**src/rtl/rxdw_pkg.sv**
```systemverilog
package rxdw_pkg;

  parameter int unsigned PTR_W = 32;
  localparam int unsigned ALIGN_BITS = 2;

  typedef enum logic [2:0] {
    ST_IDLE   = 3'd0,
    ST_FETCH  = 3'd1,
    ST_ACTIVE = 3'd2,
    ST_WAIT   = 3'd3,
    ST_SILENT = 3'd4
  } walk_st_e;

  // Clear the word-alignment bits of an address.
  function automatic logic [PTR_W-1:0] word_align(input logic [PTR_W-1:0] a);
    return {a[PTR_W-1:ALIGN_BITS], {ALIGN_BITS{1'b0}}};
  endfunction

  // A link word is the end of the chain when its aligned value is zero.
  function automatic logic link_is_end(input logic [PTR_W-1:0] a);
    return (word_align(a) == '0);
  endfunction

  // Software may load the pointer only while the walker is parked.
  function automatic logic sw_write_ok(input walk_st_e s);
    return (s == ST_IDLE) || (s == ST_SILENT);
  endfunction

endpackage

```
**src/rtl/rxdw_ptr_reg.sv**
```systemverilog
module rxdw_ptr_reg
  import rxdw_pkg::*;
#(
  parameter int unsigned W = PTR_W
) (
  input  logic         clk,
  input  logic         rst_n,
  input  logic         soft_rst,
  input  walk_st_e     st,
  input  logic         sw_wr,
  input  logic [W-1:0] sw_data,
  input  logic         adv,
  input  logic [W-1:0] link,
  output logic [W-1:0] ptr_q,
  output logic         err_q
);

  logic load_sw, wr_reject, load_link;

  assign load_sw   = sw_wr && sw_write_ok(st);
  assign wr_reject = sw_wr && !sw_write_ok(st);
  assign load_link = adv;

  always_ff @(posedge clk or negedge rst_n) begin
    if (!rst_n) begin
      ptr_q <= '0;
      err_q <= 1'b0;
    end else if (soft_rst) begin
      ptr_q <= '0;
      err_q <= 1'b0;
    end else begin
      if (load_sw)        ptr_q <= word_align(sw_data);
      else if (load_link) ptr_q <= word_align(link);
      if (wr_reject)      err_q <= 1'b1;
    end
  end


  ptr_align_chk: assert property (@(posedge clk) disable iff (!rst_n || soft_rst)
    ptr_q[1:0] == 2'b00);


  reject_hold_chk: assert property (@(posedge clk) disable iff (!rst_n || soft_rst)
    (wr_reject && !load_link) |=> ($stable(ptr_q) && err_q));


  err_sticky_chk: assert property (@(posedge clk) disable iff (!rst_n || soft_rst)
    err_q |=> err_q);

endmodule

```
**src/rtl/rxdw_link_fetch.sv**
```systemverilog
module rxdw_link_fetch
  import rxdw_pkg::*;
#(
  parameter int unsigned W = PTR_W
) (
  input  logic         clk,
  input  logic         rst_n,
  input  logic         soft_rst,
  input  logic         in_fetch,
  input  logic [W-1:0] ptr,
  input  logic         rsp_valid,
  input  logic [W-1:0] rsp_data,
  output logic         mem_req,
  output logic [W-1:0] mem_addr,
  output logic [W-1:0] link_q,
  output logic         fetch_done,
  output logic         link_null
);

  assign mem_req    = in_fetch;
  assign mem_addr   = ptr;
  assign fetch_done = in_fetch && rsp_valid;
  assign link_null  = link_is_end(rsp_data);

  always_ff @(posedge clk or negedge rst_n) begin
    if (!rst_n)          link_q <= '0;
    else if (soft_rst)   link_q <= '0;
    else if (fetch_done) link_q <= word_align(rsp_data);
  end


  req_hold_chk: assert property (@(posedge clk) disable iff (!rst_n || soft_rst)
    (mem_req && !rsp_valid) |=> (mem_req && $stable(mem_addr)));

endmodule

```
**src/rtl/rxdw_fsm.sv**
```systemverilog
module rxdw_fsm
  import rxdw_pkg::*;
(
  input  logic     clk,
  input  logic     rst_n,
  input  logic     soft_rst,
  input  logic     rx_en,
  input  logic     ptr_zero,
  input  logic     fetch_done,
  input  logic     link_null,
  input  logic     consumed,
  output walk_st_e st,
  output logic     adv
);

  walk_st_e st_nx;

  assign adv = (st == ST_ACTIVE) && consumed;

  always_comb begin
    st_nx = st;
    unique case (st)
      ST_IDLE:   if (rx_en) st_nx = ptr_zero ? ST_SILENT : ST_FETCH;
      ST_FETCH:  if (fetch_done) st_nx = link_null ? ST_WAIT : ST_ACTIVE;
      ST_ACTIVE: if (consumed) st_nx = ST_FETCH;
      ST_WAIT:   if (rx_en) st_nx = ST_FETCH;
      ST_SILENT: if (rx_en && !ptr_zero) st_nx = ST_FETCH;
      default:   st_nx = ST_IDLE;
    endcase
  end

  always_ff @(posedge clk or negedge rst_n) begin
    if (!rst_n)        st <= ST_IDLE;
    else if (soft_rst) st <= ST_IDLE;
    else               st <= st_nx;
  end


  silent_entry_chk: assert property (@(posedge clk) disable iff (!rst_n || soft_rst)
    (st == ST_IDLE && rx_en && ptr_zero) |=> (st == ST_SILENT));


  reread_chk: assert property (@(posedge clk) disable iff (!rst_n || soft_rst)
    (st == ST_WAIT && rx_en) |=> (st == ST_FETCH));


  strobe_ignored_chk: assert property (@(posedge clk) disable iff (!rst_n || soft_rst)
    (st == ST_ACTIVE && rx_en && !consumed) |=> (st == ST_ACTIVE));

endmodule

```
**src/rtl/rx_desc_walker.sv**
```systemverilog
module rx_desc_walker
  import rxdw_pkg::*;
#(
  parameter int unsigned W = PTR_W
) (
  input  logic         clk,
  input  logic         rst_n,
  input  logic         soft_rst_i,
  input  logic         reg_wr_i,
  input  logic [W-1:0] reg_wdata_i,
  output logic [W-1:0] reg_rdata_o,
  input  logic         rx_en_i,
  input  logic         consumed_i,
  output logic         mem_req_o,
  output logic [W-1:0] mem_addr_o,
  input  logic         mem_rsp_valid_i,
  input  logic [W-1:0] mem_rsp_data_i,
  output logic         dma_ready_o,
  output logic         silent_o,
  output logic         wr_err_o
);

  walk_st_e     st;
  logic         adv, fetch_done, link_null, ptr_zero;
  logic [W-1:0] ptr_q, link_q;

  assign ptr_zero = (ptr_q == '0);

  rxdw_fsm u_fsm (
    .clk(clk), .rst_n(rst_n), .soft_rst(soft_rst_i),
    .rx_en(rx_en_i), .ptr_zero(ptr_zero), .fetch_done(fetch_done),
    .link_null(link_null), .consumed(consumed_i), .st(st), .adv(adv)
  );

  rxdw_ptr_reg #(.W(W)) u_ptr (
    .clk(clk), .rst_n(rst_n), .soft_rst(soft_rst_i), .st(st),
    .sw_wr(reg_wr_i), .sw_data(reg_wdata_i), .adv(adv), .link(link_q),
    .ptr_q(ptr_q), .err_q(wr_err_o)
  );

  rxdw_link_fetch #(.W(W)) u_fetch (
    .clk(clk), .rst_n(rst_n), .soft_rst(soft_rst_i),
    .in_fetch(st == ST_FETCH), .ptr(ptr_q),
    .rsp_valid(mem_rsp_valid_i), .rsp_data(mem_rsp_data_i),
    .mem_req(mem_req_o), .mem_addr(mem_addr_o), .link_q(link_q),
    .fetch_done(fetch_done), .link_null(link_null)
  );

  assign reg_rdata_o = ptr_q;
  assign dma_ready_o = (st == ST_ACTIVE);
  assign silent_o    = (st == ST_SILENT);


  advance_chk: assert property (@(posedge clk) disable iff (!rst_n || soft_rst_i)
    (dma_ready_o && consumed_i && !reg_wr_i) |=> (ptr_q == $past(link_q) && mem_req_o));


  hold_null_chk: assert property (@(posedge clk) disable iff (!rst_n || soft_rst_i)
    (st == ST_WAIT) |=> $stable(ptr_q));


  silent_nodma_chk: assert property (@(posedge clk) disable iff (!rst_n || soft_rst_i)
    silent_o |-> (!mem_req_o && !dma_ready_o));

endmodule

```
**config.mk**
```make
export PLATFORM = sky130hd
export DESIGN_NAME = rx_desc_walker
export DESIGN_NICKNAME = d
export VERILOG_FILES = /design/src/rtl/rxdw_pkg.sv /design/src/rtl/rxdw_ptr_reg.sv /design/src/rtl/rxdw_link_fetch.sv /design/src/rtl/rxdw_fsm.sv /design/src/rtl/rx_desc_walker.sv
export SDC_FILE = /design/constraint.sdc
export NUM_CORES = 1
export LEC_CHECK = 0
export BUFFER_PORTS_ARGS = -buffer_cell sky130_fd_sc_hd__buf_2
export CAP_MARGIN = 20
export CORE_MARGIN = 4
export CORE_UTILIZATION = 55
export CTS_BUF_LIST = sky130_fd_sc_hd__clkbuf_8
export CTS_CLUSTER_SIZE = 14
export DETAILED_ROUTE_END_ITERATION = 6
export GPL_TIMING_DRIVEN = 0
export MAX_ROUTING_LAYER = met4
export PLACE_DENSITY_LB_ADDON = 0.15
export SYNTH_ARGS = -nofsm -noshare
export SYNTH_HDL_FRONTEND = slang
export SYNTH_HIERARCHICAL = 1
export SYNTH_SLANG_ARGS = --single-unit
```
**constraint.sdc**
```tcl
create_clock -name clk -period 2.5 [get_ports clk]
set_input_delay 0.5 -clock clk [delete_from_list [all_inputs] [get_ports clk]]
set_output_delay 0.5 -clock clk [all_outputs]
set_load 0.01 [all_outputs]
```
# == Word level (Yosys, flattened, before mapping) ==
# Index checks and enable logic that the tools add are counted.
# op_classes
eq_ne,9
n_mux,16
reduce_logical,15
# ops
cell,count
two-way mux 32 bit,5
logical NOT 32 bit,1
logical NOT 30 bit,1
two-way mux 3 bit,7
case mux 3 bit (5 select lines),1
inequality test 3 bit (second input constant),4
== test 3 x 2 -> 1 bit (second input constant),2
logical AND 1 bit,5
AND reduction 5 bit,1
nonzero test 2 bit,2
== test 3 x 1 -> 1 bit (second input constant),1
== test 3 bit (second input constant),1
logical NOT 3 bit,1
two-way mux 1 bit,3
inequality test 3 x 2 -> 1 bit (second input constant),1
nonzero test 3 bit,1
logical NOT 1 bit,2
logical OR 1 bit,1
# word_totals
ff_bits,68
input_bits,71
out_inout_bits,68
wordCells,44

# == Logic depth before layout (Yosys ltp) ==
# logic_depth
depth_word,6
mapped_depth,7
depth_no_buf,6

# == Modules after synthesis ==
# The synthesis kept the hierarchy.
# modules_own_cells
module,n_inst,cells_each,area_per_inst_um2,seq_area_each_um2
rxdw_ptr_reg,1,147,1855.5,775.7
rxdw_link_fetch,1,178,1517.7,750.7
rxdw_fsm,1,18,173.9,75.1
rx_desc_walker,1,14,95.1,0.0

# == Worst setup path before layout ==
# Ideal clock, no wire load.
# synth_timing
path_type,reg-to-reg
from,register u_fsm.st[0]
to,register u_fsm.st[1]
setup_time_ns,0.087
t_arrival_ns,1.514
setup_slack_ns,0.899
stages_incl_launch_ff,8
n_path_buf,1
cell_sequence,dfrtp_1 nor3b_1 nand2_2 inv_2 buf_4 nor2b_1 o21ai_1 a211oi_2
# synth_between
elab_chain_cells,4
word_cells_on_any_way,14
# synth_lines
item,line_no,rtl
start: declaration,rxdw_fsm.sv:12,"output walk_st_e st,"
start signal: assignment,rxdw_fsm.sv:35,else st <= st_nx;
== test 3 x 1 -> 1 bit,rx_desc_walker.sv:43,".in_fetch(st == ST_FETCH), .ptr(ptr_q),"
logical AND 1 bit,rxdw_link_fetch.sv:22,assign fetch_done = in_fetch && rsp_valid;
named net fetch_done,rx_desc_walker.sv:24,"logic adv, fetch_done, link_null, ptr_zero;"
inequality test 3 bit (no source line),--,
AND reduction 5 bit (no source line),--,
# The timed path passes the listed nets, and every way through them passes these cells.
# A chain may end at the register's enable or synchronous reset.

# == Worst setup path in the final report ==
# layout_timing
from,register u_fsm.st[0]
to,output mem_req_o
# layout_between
elab_chain_cells,1
# layout_lines
item,line_no,rtl
== test 3 x 1 -> 1 bit,rx_desc_walker.sv:43,
end: declaration,rx_desc_walker.sv:14,"output logic mem_req_o,"
# No other way between the ends.

==> flow_metrics.env <==
export IMPL_status="complete, no violations"
export IMPL_pwr_share_seq=0.441
export IMPL_period_share=0.904
export IMPL_post_cts_setup_buffer_count=0
export IMPL_final_setup_viol_count=0
export IMPL_num_vias=3277
export IMPL_timing_setup_critical_path_class="flip-flop to output pin"
export IMPL_setup_tns_final_ps=0
export IMPL_grt_pass1_vias=3188
export IMPL_pre_cts_ws_ps=523
export IMPL_global_route_overflow_total=0
export IMPL_initial_core_util=0.567
export IMPL_final_period_minus_worst_setup_slack_ps=2260
export IMPL_h_tree_level_count=3
export IMPL_fin_skew_ps=9.03
export IMPL_cts_buffers=9
export IMPL_leakage_nw=2.10
export IMPL_via_per_inst=5.66
export IMPL_dieArea_mm2=0.00795
export IMPL_clock_sink_count=64
export IMPL_io_pin_count=139
export IMPL_swShare=0.295
export IMPL_placeableCoreArea_mm2=0.00639
export IMPL_synthesis_yosys_warnings=6
export IMPL_area_overhead_vs_synth_pct=26.5
export IMPL_wl_um=9940
export IMPL_top_fanout_value_on_the_critical_path=15
export IMPL_postLayoutSetupSlackWorst_ps=240
export IMPL_drt_pass1_iter_count=4
export IMPL_cts_clk_slew_worst_paths_ps=70
export IMPL_fmaxAchievable_mhz=443
export IMPL_groute_usage_overall=0.264
export IMPL_timing_max_transition_violations_final=0
export IMPL_grt_max_degree=65
export IMPL_worstSetupStartpointType="flip-flop"
export IMPL_grt_pass1_wl_um=15400
export IMPL_cp_data_arrival_time_ps=1760
export IMPL_cts_root_buffer="sky130_fd_sc_hd__clkbuf_8"
export IMPL_tightest_slew_ps=818
export IMPL_synthesis_area_per_instance_um2=10.2
export IMPL_netlist_instances=354
export IMPL_num_rows=29
export IMPL_r2r_setup_slack_ps=450
export IMPL_synth_area_mm2=0.00362
export IMPL_drt_iter0_drc=182
export IMPL_r2r_end="u_fsm/st[1]"
export IMPL_dpl_hpwl_um=7110
export IMPL_power_report_internal_total_mw=1.88
export IMPL_ir_worst_vdd_mv=0.325
export IMPL_wl_per_cell_um=17.2
export IMPL_power_clock_fraction=0.334
export IMPL_power_share_combinational=0.225
export IMPL_dieWidth_um=89.2
export IMPL_slew_limit_headroom=0.455
export IMPL_worst_setup_path_end_kind="output pin"
export IMPL_p_per_area_mw_per_mm2=582
export IMPL_post_route_drc_count=0
export IMPL_post_cts_resize_count=0
export IMPL_insertion_delay_ps=340
export IMPL_worstReg2RegStart="u_fsm/st[0]"
export IMPL_count_of_nets_after_finishing=567
export IMPL_report_final_hold_viol_count=0
export IMPL_rsz0062_at_grt="no"
export IMPL_holdBufCountCts=0
export IMPL_crit_required_ps=2000
export IMPL_placement_io_buffers=130
export IMPL_tritoncts="done"
export IMPL_p_sw_uw=787
export IMPL_hp_class="primary input to async pin"
export IMPL_globalplace_congestion=0.791
export IMPL_final_layout_size_suffix_gt1_frac=0.455
export IMPL_antenna_found_initial=1
export IMPL_clockBufferDepth=2
export IMPL_die_y_um=89.2
export IMPL_drv_max_cap_violation_count=0
export IMPL_worst_r2r_cell_count=7
export IMPL_ant_nets=0
==> area by class of cell <==
cell class / instances / area, um^2
fillers: 495 / 1800
inverters: 2 / 7.51
diodes: 1 / 2.50
well taps: 77 / 96.3
clock inverters: 2 / 10.0
repair buffers: 130 / 653
multi-input cells: 226 / 1610
plain buffers: 63 / 412
flip-flops and latches: 64 / 1600
clock buffers: 14 / 193
==> state kept, by name (all words and copies together), names as in the netlist <==
signal          cells
u_ptr/err_q         1
u_fsm/st            3
u_fetch/link_q     30
u_ptr/ptr_q        30
==> how the worst max path moves through the flow <==
| stage | end | start | depth (start not counted) |
|---|---|---|---|
| final | mem_req_o | u_fsm/st[0] | 3 |
| after global routing | mem_req_o | u_fsm/st[0] | 3 |
| after CTS | mem_req_o | u_fsm/st[0] | 3 |
| after detailed placement | u_fsm/st[1] | u_fsm/st[0] | 7 |
| after global placement | u_fsm/st[1] | u_fsm/st[0] | 7 |
| after floorplan | u_fsm/st[1] | u_fsm/st[0] | 7 |
==> per-layer routing <==
layer / GRT usage / up-vias / part of all wire
met1: 0.346 / 1593 / 0.42
met3: 0.0571 / 15 / 0.084
li1: - / 1531 / -
met5: - / - / 0
met2: 0.419 / 138 / 0.48
met4: 0.0717 / 0 / 0.016
==> power groups by stage <==
stage / logic (mW) / registers, mW / clock network [mW]
5_1_grt: 0.653 / 1.19 / 0.954
2_1_floorplan: 0.343 / 1.20 / 0
6_report: 0.599 / 1.18 / 0.890
3_3_place_gp: 0.587 / 1.19 / 0
4_1_cts: 0.601 / 1.18 / 0.899
3_5_place_dp: 0.599 / 1.19 / 0
==> cell usage in the layout (no fill, tap or decap), types with 2 or more instances in the layout <==
| master | instances |
|---|---|
| sky130_fd_sc_hd__buf_2 | 134 |
| sky130_fd_sc_hd__dfrtp_1 | 64 |
| sky130_fd_sc_hd__nand2_1 | 61 |
| sky130_fd_sc_hd__buf_4 | 40 |
| sky130_fd_sc_hd__a21oi_1 | 32 |
| sky130_fd_sc_hd__a211oi_2 | 31 |
| sky130_fd_sc_hd__nor4b_1 | 31 |
| sky130_fd_sc_hd__mux2i_1 | 31 |
| sky130_fd_sc_hd__nor4_1 | 15 |
| sky130_fd_sc_hd__clkbuf_1 | 15 |
| sky130_fd_sc_hd__clkbuf_8 | 14 |
| sky130_fd_sc_hd__nor2_1 | 5 |
| sky130_fd_sc_hd__nand4_1 | 4 |
| sky130_fd_sc_hd__nor3b_1 | 3 |
| sky130_fd_sc_hd__buf_6 | 3 |
| sky130_fd_sc_hd__clkinv_2 | 2 |
| sky130_fd_sc_hd__nor2b_1 | 2 |
| sky130_fd_sc_hd__o21ai_1 | 2 |
| sky130_fd_sc_hd__conb_1 | 2 |
==> per-stage QoR <==
stage | utilization | instances | cell area (um^2) | power, mW | hold slack (ps)
floorplan | - | 355 | 3630 | 1.54 | 204
global route | 0.717 | 579 | 4580 | 2.79 | 315
global placement | 0.685 | 562 | 4370 | 1.78 | 502
CTS | 0.717 | 578 | 4580 | 2.68 | 278
finish | 0.717 | 579 | 4580 | 2.66 | 215
detailed placement | 0.685 | 562 | 4380 | 1.79 | 519
==> worst max-delay path, cell delays in order, from the launching register on <==
cell	delay, ps
sky130_fd_sc_hd__dfrtp_1	640
sky130_fd_sc_hd__nor3b_1	480
sky130_fd_sc_hd__buf_4	180
sky130_fd_sc_hd__buf_2	120
Power figures use the tool's default switching activity.
